**src/rtl/spi_mc_pkg.sv**
```systemverilog
package spi_mc_pkg;
    localparam logic [7:0] CMD_READ   = 8'h00;
    localparam logic [7:0] CMD_WRITE  = 8'h01;
    localparam logic [7:0] FW_VERSION = 8'h04;
    localparam int SPEED_W = 10;   // 8 low bits + 2 high bits per packed pair
    localparam int MODE_W  = 2;
endpackage

```
**src/rtl/spi_mc_sync.sv**
```systemverilog
module spi_mc_sync #(
    parameter int STAGES = 2
) (
    input  logic clk,
    input  logic rst_n,
    input  logic sclk,
    input  logic cs_n,
    input  logic mosi,
    output logic sclk_rise,
    output logic sclk_fall,
    output logic cs_fall,
    output logic cs_active,
    output logic mosi_s
);
    logic [STAGES-1:0] sclk_q, cs_q, mosi_q;
    logic              sclk_prev_q, cs_prev_q;

    always_ff @(posedge clk or negedge rst_n) begin
        if (!rst_n) begin
            sclk_q      <= '0;
            cs_q        <= '1;
            mosi_q      <= '0;
            sclk_prev_q <= 1'b0;
            cs_prev_q   <= 1'b1;
        end else begin
            sclk_q      <= {sclk_q[STAGES-2:0], sclk};
            cs_q        <= {cs_q[STAGES-2:0], cs_n};
            mosi_q      <= {mosi_q[STAGES-2:0], mosi};
            sclk_prev_q <= sclk_q[STAGES-1];
            cs_prev_q   <= cs_q[STAGES-1];
        end
    end

    assign sclk_rise = sclk_q[STAGES-1] & ~sclk_prev_q;
    assign sclk_fall = ~sclk_q[STAGES-1] & sclk_prev_q;
    assign cs_fall   = ~cs_q[STAGES-1] & cs_prev_q;
    assign cs_active = ~cs_q[STAGES-1];
    assign mosi_s    = mosi_q[STAGES-1];
endmodule

```
**src/rtl/spi_mc_tlm_pack.sv**
```systemverilog
module spi_mc_tlm_pack
    import spi_mc_pkg::*;
#(
    parameter int NUM_ENC  = 4,
    parameter int NUM_HALL = 5,
    localparam int TLM_BYTES = 1 + 2*NUM_ENC + 3 + NUM_HALL
) (
    input  logic [NUM_ENC*16-1:0]  enc_counts,
    input  logic [7:0]             motor_fault,
    input  logic [7:0]             kick_status,
    input  logic [7:0]             kick_volt,
    input  logic [NUM_HALL*8-1:0]  hall_counts,
    output logic [TLM_BYTES*8-1:0] frame
);
    localparam int MISC_BASE = 1 + 2*NUM_ENC;

    assign frame[7:0] = FW_VERSION;

    for (genvar e = 0; e < NUM_ENC; e++) begin : g_enc
        assign frame[(1+2*e)*8 +: 8] = enc_counts[e*16 +: 8];
        assign frame[(2+2*e)*8 +: 8] = enc_counts[e*16+8 +: 8];
    end

    assign frame[MISC_BASE*8 +: 8]     = motor_fault;
    assign frame[(MISC_BASE+1)*8 +: 8] = kick_status;
    assign frame[(MISC_BASE+2)*8 +: 8] = kick_volt;

    for (genvar h = 0; h < NUM_HALL; h++) begin : g_hall
        assign frame[(MISC_BASE+3+h)*8 +: 8] = hall_counts[h*8 +: 8];
    end
endmodule

```
**src/rtl/spi_mc_decode.sv**
```systemverilog
module spi_mc_decode
    import spi_mc_pkg::*;
#(
    parameter int NUM_MOT = 4,
    localparam int DATA_BYTES = 2*(NUM_MOT+1) + 1
) (
    input  logic [DATA_BYTES*8-1:0]     shadow,
    output logic [NUM_MOT*SPEED_W-1:0]  speed,
    output logic [NUM_MOT*MODE_W-1:0]   mode,
    output logic [SPEED_W-1:0]          drib_speed,
    output logic [MODE_W-1:0]           drib_mode,
    output logic                        charge,
    output logic                        chip,
    output logic [7:0]                  power
);
    localparam int DRIB = 2*NUM_MOT;

    for (genvar m = 0; m < NUM_MOT; m++) begin : g_mot
        assign speed[m*SPEED_W +: SPEED_W] = {shadow[(2*m+1)*8 +: 2], shadow[(2*m)*8 +: 8]};
        assign mode[m*MODE_W +: MODE_W]    = shadow[(2*m+1)*8+2 +: 2];
    end

    assign drib_speed = {shadow[(DRIB+1)*8 +: 2], shadow[DRIB*8 +: 8]};
    assign drib_mode  = shadow[(DRIB+1)*8+2 +: 2];
    assign charge     = shadow[(DRIB+1)*8+7];
    assign chip       = shadow[(DRIB+1)*8+6];
    assign power      = shadow[(DRIB+2)*8 +: 8];
endmodule

```
**src/rtl/spi_mc_slave.sv**
```systemverilog
module spi_mc_slave
    import spi_mc_pkg::*;
#(
    parameter int NUM_ENC     = 4,
    parameter int NUM_HALL    = 5,
    parameter int NUM_MOT     = 4,
    parameter int SYNC_STAGES = 2
) (
    input  logic                        clk,
    input  logic                        rst_n,
    input  logic                        sclk,
    input  logic                        cs_n,
    input  logic                        mosi,
    output logic                        miso,
    input  logic [NUM_ENC*16-1:0]       enc_counts,
    input  logic [7:0]                  motor_fault,
    input  logic [7:0]                  kick_status,
    input  logic [7:0]                  kick_volt,
    input  logic [NUM_HALL*8-1:0]       hall_counts,
    output logic [NUM_MOT*SPEED_W-1:0]  motor_speed,
    output logic [NUM_MOT*MODE_W-1:0]   motor_mode,
    output logic [SPEED_W-1:0]          drib_speed,
    output logic [MODE_W-1:0]           drib_mode,
    output logic                        kick_charge,
    output logic                        chip_sel,
    output logic [7:0]                  kick_power
);
    localparam int TLM_BYTES  = 1 + 2*NUM_ENC + 3 + NUM_HALL;
    localparam int DATA_BYTES = 2*(NUM_MOT+1) + 1;
    localparam int WR_BYTES   = DATA_BYTES + 1;
    localparam int CNT_W      = $clog2(TLM_BYTES + 2);
    localparam int OUT_W      = NUM_MOT*(SPEED_W+MODE_W) + SPEED_W + MODE_W + 10;
    localparam logic [CNT_W-1:0] WR_LAST = CNT_W'(WR_BYTES - 1);
    localparam logic [CNT_W-1:0] TLM_N   = CNT_W'(TLM_BYTES);

    typedef struct packed {
        logic [2:0]                  bit_cnt;
        logic [CNT_W-1:0]            byte_cnt;
        logic [7:0]                  shift_in;
        logic [7:0]                  cmd;
        logic [7:0]                  shift_out;
        logic                        miso;
        logic [TLM_BYTES*8-1:0]      snap;
        logic [DATA_BYTES*8-1:0]     shadow;
        logic                        commit;
        logic [NUM_MOT*SPEED_W-1:0]  speed;
        logic [NUM_MOT*MODE_W-1:0]   mode;
        logic [SPEED_W-1:0]          drib_speed;
        logic [MODE_W-1:0]           drib_mode;
        logic                        charge;
        logic                        chip;
        logic [7:0]                  power;
    } state_t;

    state_t state_d, state_q;

    logic sclk_rise, sclk_fall, cs_fall, cs_active, mosi_s;
    logic [TLM_BYTES*8-1:0]     frame_now;
    logic [NUM_MOT*SPEED_W-1:0] dec_speed;
    logic [NUM_MOT*MODE_W-1:0]  dec_mode;
    logic [SPEED_W-1:0]         dec_drib_speed;
    logic [MODE_W-1:0]          dec_drib_mode;
    logic                       dec_charge, dec_chip;
    logic [7:0]                 dec_power;
    logic [7:0]                 byte_in;
    logic                       next_is_read;
    logic [TLM_BYTES*8-1:0]     snap_shifted;

    spi_mc_sync #(.STAGES(SYNC_STAGES)) u_sync (
        .clk(clk), .rst_n(rst_n), .sclk(sclk), .cs_n(cs_n), .mosi(mosi),
        .sclk_rise(sclk_rise), .sclk_fall(sclk_fall), .cs_fall(cs_fall),
        .cs_active(cs_active), .mosi_s(mosi_s)
    );

    spi_mc_tlm_pack #(.NUM_ENC(NUM_ENC), .NUM_HALL(NUM_HALL)) u_pack (
        .enc_counts(enc_counts), .motor_fault(motor_fault), .kick_status(kick_status),
        .kick_volt(kick_volt), .hall_counts(hall_counts), .frame(frame_now)
    );

    spi_mc_decode #(.NUM_MOT(NUM_MOT)) u_decode (
        .shadow(state_q.shadow), .speed(dec_speed), .mode(dec_mode),
        .drib_speed(dec_drib_speed), .drib_mode(dec_drib_mode),
        .charge(dec_charge), .chip(dec_chip), .power(dec_power)
    );

    assign byte_in      = {state_q.shift_in[6:0], mosi_s};
    assign next_is_read = (state_q.byte_cnt == '0) ? (byte_in == CMD_READ)
                                                   : (state_q.cmd == CMD_READ);
    assign snap_shifted = state_q.snap >> {state_q.byte_cnt, 3'b000};

    always_comb begin
        state_d        = state_q;
        state_d.commit = 1'b0;

        if (state_q.commit) begin
            state_d.speed      = dec_speed;
            state_d.mode       = dec_mode;
            state_d.drib_speed = dec_drib_speed;
            state_d.drib_mode  = dec_drib_mode;
            state_d.charge     = dec_charge;
            state_d.chip       = dec_chip;
            state_d.power      = dec_power;
        end

        if (cs_fall) begin
            state_d.bit_cnt   = '0;
            state_d.byte_cnt  = '0;
            state_d.shift_out = '0;
            state_d.miso      = 1'b0;
            state_d.snap      = frame_now;
        end else if (!cs_active) begin
            state_d.miso = 1'b0;
        end else begin
            if (sclk_rise) begin
                state_d.shift_in = byte_in;
                state_d.bit_cnt  = state_q.bit_cnt + 3'd1;
                if (state_q.bit_cnt == 3'd7) begin
                    if (state_q.byte_cnt == '0) begin
                        state_d.cmd = byte_in;
                    end else if (state_q.cmd == CMD_WRITE && state_q.byte_cnt <= WR_LAST) begin
                        for (int k = 0; k < DATA_BYTES; k++) begin
                            if (state_q.byte_cnt == CNT_W'(k + 1)) begin
                                state_d.shadow[k*8 +: 8] = byte_in;
                            end
                        end
                        state_d.commit = (state_q.byte_cnt == WR_LAST);
                    end
                    if (state_q.byte_cnt != '1) begin
                        state_d.byte_cnt = state_q.byte_cnt + 1'b1;
                    end
                    if (next_is_read && state_q.byte_cnt < TLM_N) begin
                        state_d.shift_out = snap_shifted[7:0];
                    end else begin
                        state_d.shift_out = '0;
                    end
                end
            end
            if (sclk_fall) begin
                state_d.miso      = state_q.shift_out[7];
                state_d.shift_out = {state_q.shift_out[6:0], 1'b0};
            end
        end
    end

    always_ff @(posedge clk or negedge rst_n) begin
        if (!rst_n) begin
            state_q <= '0;
        end else begin
            state_q <= state_d;
        end
    end

    assign miso        = state_q.miso;
    assign motor_speed = state_q.speed;
    assign motor_mode  = state_q.mode;
    assign drib_speed  = state_q.drib_speed;
    assign drib_mode   = state_q.drib_mode;
    assign kick_charge = state_q.charge;
    assign chip_sel    = state_q.chip;
    assign kick_power  = state_q.power;
endmodule

```
**config.mk**
```make
export PLATFORM = sky130hd
export DESIGN_NAME = spi_mc_slave
export DESIGN_NICKNAME = d
export VERILOG_FILES = /design/src/rtl/spi_mc_pkg.sv /design/src/rtl/spi_mc_sync.sv /design/src/rtl/spi_mc_tlm_pack.sv /design/src/rtl/spi_mc_decode.sv /design/src/rtl/spi_mc_slave.sv
export SDC_FILE = /design/constraint.sdc
export NUM_CORES = 1
export LEC_CHECK = 0
export ABC_CLOCK_PERIOD_IN_PS = 5800
export BUFFER_PORTS_ARGS = -buffer_cell sky130_fd_sc_hd__buf_2
export CORE_UTILIZATION = 23
export DETAILED_ROUTE_END_ITERATION = 8
export GPL_TIMING_DRIVEN = 0
export PLACE_DENSITY_LB_ADDON = 0.05
export SETUP_SLACK_MARGIN = 0.5
export SYNTH_ARGS = -nofsm -noshare
export SYNTH_HDL_FRONTEND = slang
export SYNTH_HIERARCHICAL = 1
export SYNTH_SLANG_ARGS = --single-unit
```
**constraint.sdc**
```tcl
create_clock -name clk -period 5.8 [get_ports clk]
set_clock_uncertainty 0.1 [all_clocks]
set_input_delay 0.58 -clock clk [delete_from_list [all_inputs] [get_ports clk]]
set_output_delay 0.58 -clock clk [all_outputs]
set_load 0.02 [all_outputs]
```
# ---- Word level (Yosys, flattened, before mapping)
# Index checks and enable logic that the tools add are counted.
dict set report totals {
  regBits 329
  in_bits 133
  output_inout_bits 71
}
dict set report op_classes {
  addsub 2
  shift 1
  mux 18
  n_eq_ne 15
  n_lt_le_gt_ge 2
  reduce_logical 27
  bitwise_logic 8
}
# operator count
set op_table {}
lappend op_table {{>> shifter 136 x 8 -> 8 bit} 1}
lappend op_table {{AND reduction 7 bit} 11}
lappend op_table {{2-to-1 mux 32 bit} 2}
lappend op_table {{2-to-1 mux 8 bit} 3}
lappend op_table {{== test 5 x 3 -> 1 bit (second input constant)} 4}
lappend op_table {{== test 5 x 4 -> 1 bit (second input constant)} 4}
lappend op_table {{2-to-1 mux 9 bit} 2}
lappend op_table {{logical NOT 8 bit} 2}
lappend op_table {{2-to-1 mux 16 bit} 1}
lappend op_table {{== test 5 x 2 -> 1 bit (second input constant)} 2}
lappend op_table {{2-to-1 mux 5 bit} 2}
lappend op_table {{nonzero test 3 bit} 3}
lappend op_table {{== test 8 x 1 -> 1 bit (second input constant)} 1}
lappend op_table {{2-to-1 mux 1 bit} 8}
lappend op_table {{AND reduction 3 bit} 2}
lappend op_table {{nonzero test 2 bit} 3}
lappend op_table {{adder 5 x 1 -> 5 bit (second input constant)} 1}
lappend op_table {{== test 5 x 1 -> 1 bit (second input constant)} 1}
lappend op_table {{<= comparator 5 x 4 -> 1 bit (second input constant)} 1}
lappend op_table {{logical NOT 5 bit} 1}
lappend op_table {{less-than comparator 5 bit (second input constant)} 1}
lappend op_table {{!= test 5 bit (second input constant)} 1}
lappend op_table {{NOT 1 bit} 5}
lappend op_table {{AND reduction 5 bit} 1}
lappend op_table {{7 further kinds} 10}

# ---- Logic depth before layout (Yosys ltp)
dict set report depth {
  depth_word 9
  mapped_depth 10
  mapped_depth_nobuf 7
}

# ---- By module
# The synthesis kept the hierarchy.
# module n_inst seq_area_each_um2 cells_per_inst area_per_inst_um2
set by_module_without_submodules {}
lappend by_module_without_submodules {spi_mc_slave 1 8182.8 966 14137.3}
lappend by_module_without_submodules {spi_mc_tlm_pack 1 0.0 138 1028.5}
lappend by_module_without_submodules {spi_mc_decode 1 0.0 70 525.5}
lappend by_module_without_submodules {spi_mc_sync 1 203.9 12 229.0}

# ---- Worst setup path after synthesis
# No wires, ideal clock.
dict set report synth_timing {
  kind {register -> register}
  startpoint {reg state_q[320] in the netlist's numbering}
  endpoint {reg state_q[71] in the netlist's numbering}
  arrival_time_ns 2.426
  slack_ns 3.150
  setup_time_ns 0.125
  t_required_ns 5.575
  stages_incl_launch_ff 8
  period_less_slack_ns 2.650
  path_cell_list {dfrtp_1 clkbuf_1 clkinv_1 ha_1 or4_1 clkbuf_1 nor2_2 mux2_2}
}
dict set report synth_via {
  elab_chain_cells 3
  elab_cells_between_ends 6
  cone_classes {order compare (1); eq/ne (1); bitwise (1); reduce/logical (3)}
}
# item line_no
set synth_rtl {}
lappend synth_rtl {{start: declaration} spi_mc_slave.sv:55} ;# state_t state_d, state_q;
lappend synth_rtl {{start signal: assignment} spi_mc_slave.sv:149} ;# state_q <= state_d;
lappend synth_rtl {{<= comparator 5 x 4 -> 1 bit or logical NOT 5 bit (tied branches)} {spi_mc_slave.sv:120, spi_mc_slave.sv:118}}
lappend synth_rtl {{logical AND 1 bit or NOT 1 bit (tied branches)} n/a}
lappend synth_rtl {{AND reduction 7 bit (no line) *} n/a}
# Every way passes the cells marked *; elsewhere a longest branch is shown, timed or not.
# A chain may end at the register's enable or synchronous reset.

# ---- Worst setup path in the final report
dict set report layout_timing {
  startpoint {reg state_q[320] in the netlist's numbering}
  endpoint {reg state_q[300] in the netlist's numbering}
}
dict set report layout_via {
  elab_chain_cells 9
  elab_cells_between_ends 11
  cone_classes {order compare (1); shift (1); mux (7); reduce/logical (2)}
}
# item line_no
set layout_rtl {}
lappend layout_rtl {{branches (longest 3 deep; another with >> shifter 136 x 8 -> 8 bit)} n/a}
lappend layout_rtl {{2-to-1 mux 8 bit *} spi_mc_slave.sv:131} ;# if (next_is_read && state_q.byte_cnt < TLM_N) begin
lappend layout_rtl {{2-to-1 mux 16 bit *} spi_mc_slave.sv:117} ;# if (state_q.bit_cnt == 3'd7) begin
lappend layout_rtl {{2-to-1 mux 32 bit *} spi_mc_slave.sv:114} ;# if (sclk_rise) begin
lappend layout_rtl {{2-to-1 mux 9 bit *} spi_mc_slave.sv:138} ;# if (sclk_fall) begin
lappend layout_rtl {{2-to-1 mux 32 bit *} spi_mc_slave.sv:111} ;# end else if (!cs_active) begin
lappend layout_rtl {{2-to-1 mux 9 bit *} spi_mc_slave.sv:105} ;# if (cs_fall) begin
# Every way passes the cells marked *. The select of a mux whose other input is x is not followed.

==> summary.md <==
| Metric | Value |
|---|---|
| Max transition margin | 16.0% |
| Clock latency on the worst-skew pair | ~0.56 ns |
| Wire per inst | 19.1 um |
| Hold Path End | state_q[216]$_DFFE_PN0P_ |
| Largest net degree at the start of global routing | about 100 |
| RSZ-0062 raised after global routing | no |
| Final setup TNS | 0 ns |
| Most frequent cells in the layout | dfrtp_1, mux2_2, buf_4 |
| Final setup margin | 1.98 ns |
| DRC Markers | 0 |
| Gr usage total | 12.7% |
| Post-place setup slack | 1.87 ns |
| Ys Warns | 6 |
| Clock root buffer | clkbuf_16 |
| R2R Path End | state_q[300]$_DFFE_PN0P_ |
| GP Congestion | 0.666 |
| Static leakage | 0.00856 uW |
| Die Span X | 260 um |
| First-pass GRT wire length | 63400 um |
| Layout cell share with drive strength beyond 1 | 57.6% |
| Final nets | 1424 |
| Fillcell total | 6845 |
| Hold bufs inserted after CTS | 4 |
| Grt ovf | 0 |
| Max Fanout on Critical Path | 10 |
| Min Tclk post-route | 3.82 ns |
| Worst R2R Path Depth | 8 |
| Placed inst area | 16900 um^2 |
| DIE AREA | between 60000 and 70000 um^2 |
| Longest Clk Path Bufs | 3 |
| Post-CTS Setup Bufs | 0 |
| Final ANT Viol Nets | 0 |
| Synthesized area | 15300 um^2 |
| Buf/Inv on CP | 2 |
| IO Pins | a little over 200 |
| # diodes | 0 |
| Total of max-cap violations | 0 |
| Initial Util | 23.2% |
| Hold path cells | 2 |
| TritonRoute pass-1 iters | 7 |
| Arrival time worst endpoint | roughly 4.2 ns |
| Crit. End Element | register |
| Buffers on Ports | 75 |
| Tightest Pin Transition | 1.26 ns |
| Mean Syn Cell Area | 13.3 um^2 |
| Number of gates resized after cts | 0 |
| Largest vdd supply drop | 0.000157 V |
| DR vias/cell | between 3 and 4 |
| Hold WC Path Type | primary input to register |
| Floorplan Core Area | 65700 um^2 |
| 1st-iter DRT viols | about 360 |
| Worst-path cell chain | clkbuf_1 -> clkinv_1 -> ha_1 -> nor4b_1 -> nand4bb_1 -> a2111oi_2 -> a21oi_1 -> o21ai_0 |
| Area grow syn2layout | 19.0% |
| Vias in the first global route | around 9.2k |
| Setup violations, final | 0 |
| CTS buffer count | 43 |
| Clk slew on worst S/H paths | 0.06 ns |
| R2r startpoint | state_q[320]$_DFFE_PN0P_ |
| R2r setup slk | 1.98 ns |
| PD cells | ~300 nW/um^2 |
| H-tree depth | 2 |
| Run status | finished clean |
| Row Count | 94 |
| Final Hold Vio Count | 0 |
| Post-synthesis instance total | 1150 |
| Clock sink count | about 320 |
| Final wirelength | 41600 um |
| Hold Startpoint | enc_counts[49] |
| Startpoint types | register |
| Setup CP Type | register to register |
| Dpl hpwl | 29100 um |
| Fin. max-slew vios | 0 |
| Most common cell after layout, fill and taps aside | dfrtp_1 |
| Highest Clock Rate | 261 MHz |
| Max incr delay on CP | approximately 1.1 ns |
| Tcrit/Tclk final | 65.9% |
| CTS tree | done |
| Die extent in y | 260 um |
| Initial antenna violation count | 1 |
| Worst EP required | 6.18 ns |
| Post-route cell area | 18200 um^2 |
| Top cell family by delay on the critical path | compound AO/OA/AOI/OAI gates |
| Worst path slowest cell | a2111oi_2 |
| DR vias | 8510 |
[power by group]
group | switching (uW) | total (uW) | internal (uW)
logic | 262 | 524 | 262
registers | 108 | 2490 | 2380
clock network | 999 | 2460 | 1460
total | 1370 | 5470 | 4100
[worst max path at each step]
stage                                   from                  endpoint  slack [ns]  depth (start not counted)
global placement                       rst_n  state_q[246]$_DFFE_PN0P_       -3.16                          1
floorplan           state_q[320]$_DFFE_PN0P_   state_q[71]$_DFFE_PN0P_        3.15                          7
detailed placement  state_q[320]$_DFFE_PN0P_  state_q[300]$_DFFE_PN0P_        1.87                          8
CTS                 state_q[320]$_DFFE_PN0P_  state_q[300]$_DFFE_PN0P_        1.88                          8
global route        state_q[320]$_DFFE_PN0P_  state_q[299]$_DFFE_PN0P_        1.63                          8
finish              state_q[320]$_DFFE_PN0P_  state_q[300]$_DFFE_PN0P_        1.98                          8
[metrics by stage]
step | power, uW | utilization, % | hold WS (ns) | std cells
floorplan | 2820 | - | 0.184 | 1156
global placement | 3070 | 25.5 | 0.242 | 2095
detailed placement | 3080 | 25.6 | 0.248 | 2099
CTS | 5640 | 27.6 | 0.106 | 2174
global route | 5780 | 27.6 | 0.123 | 2174
finish | 5470 | 27.6 | 0.150 | 2174
[metal layers]
metal | vias up | wire length, um | global-route usage (%)
met2 | 144 | 20700 | 21.4
met3 | 52 | 1650 | 2.59
met5 | - | 17 | 0
met1 | 4320 | 18500 | 16.6
li1 | 3992 | - | -
met4 | 2 | 673 | 3.20
[registers in the layout, indices dropped and copies added, names as in the netlist, 2 cells and up]
register       cells
state_q          231
motor_speed       40
drib_speed        10
kick_power         8
motor_mode         8
byte_in            7
drib_mode          2
u_sync/cs_q        2
u_sync/mosi_q      2
u_sync/sclk_q      2
[cell type report]
class	instances	area (um^2)	share of cell area [%]
Clock buffer	66	1240	6.85
Buffer	330	2290	12.6
Multi-Input combinational cell	505	5050	27.8
Clock inverter	5	28.8	0.158
Timing Repair Buffer	83	515	2.84
Inverter	4	15.0	0.0827
Tap cell	864	1080	5.95
Sequential cell	317	7940	43.7
(Power assumes the default switching activity.)
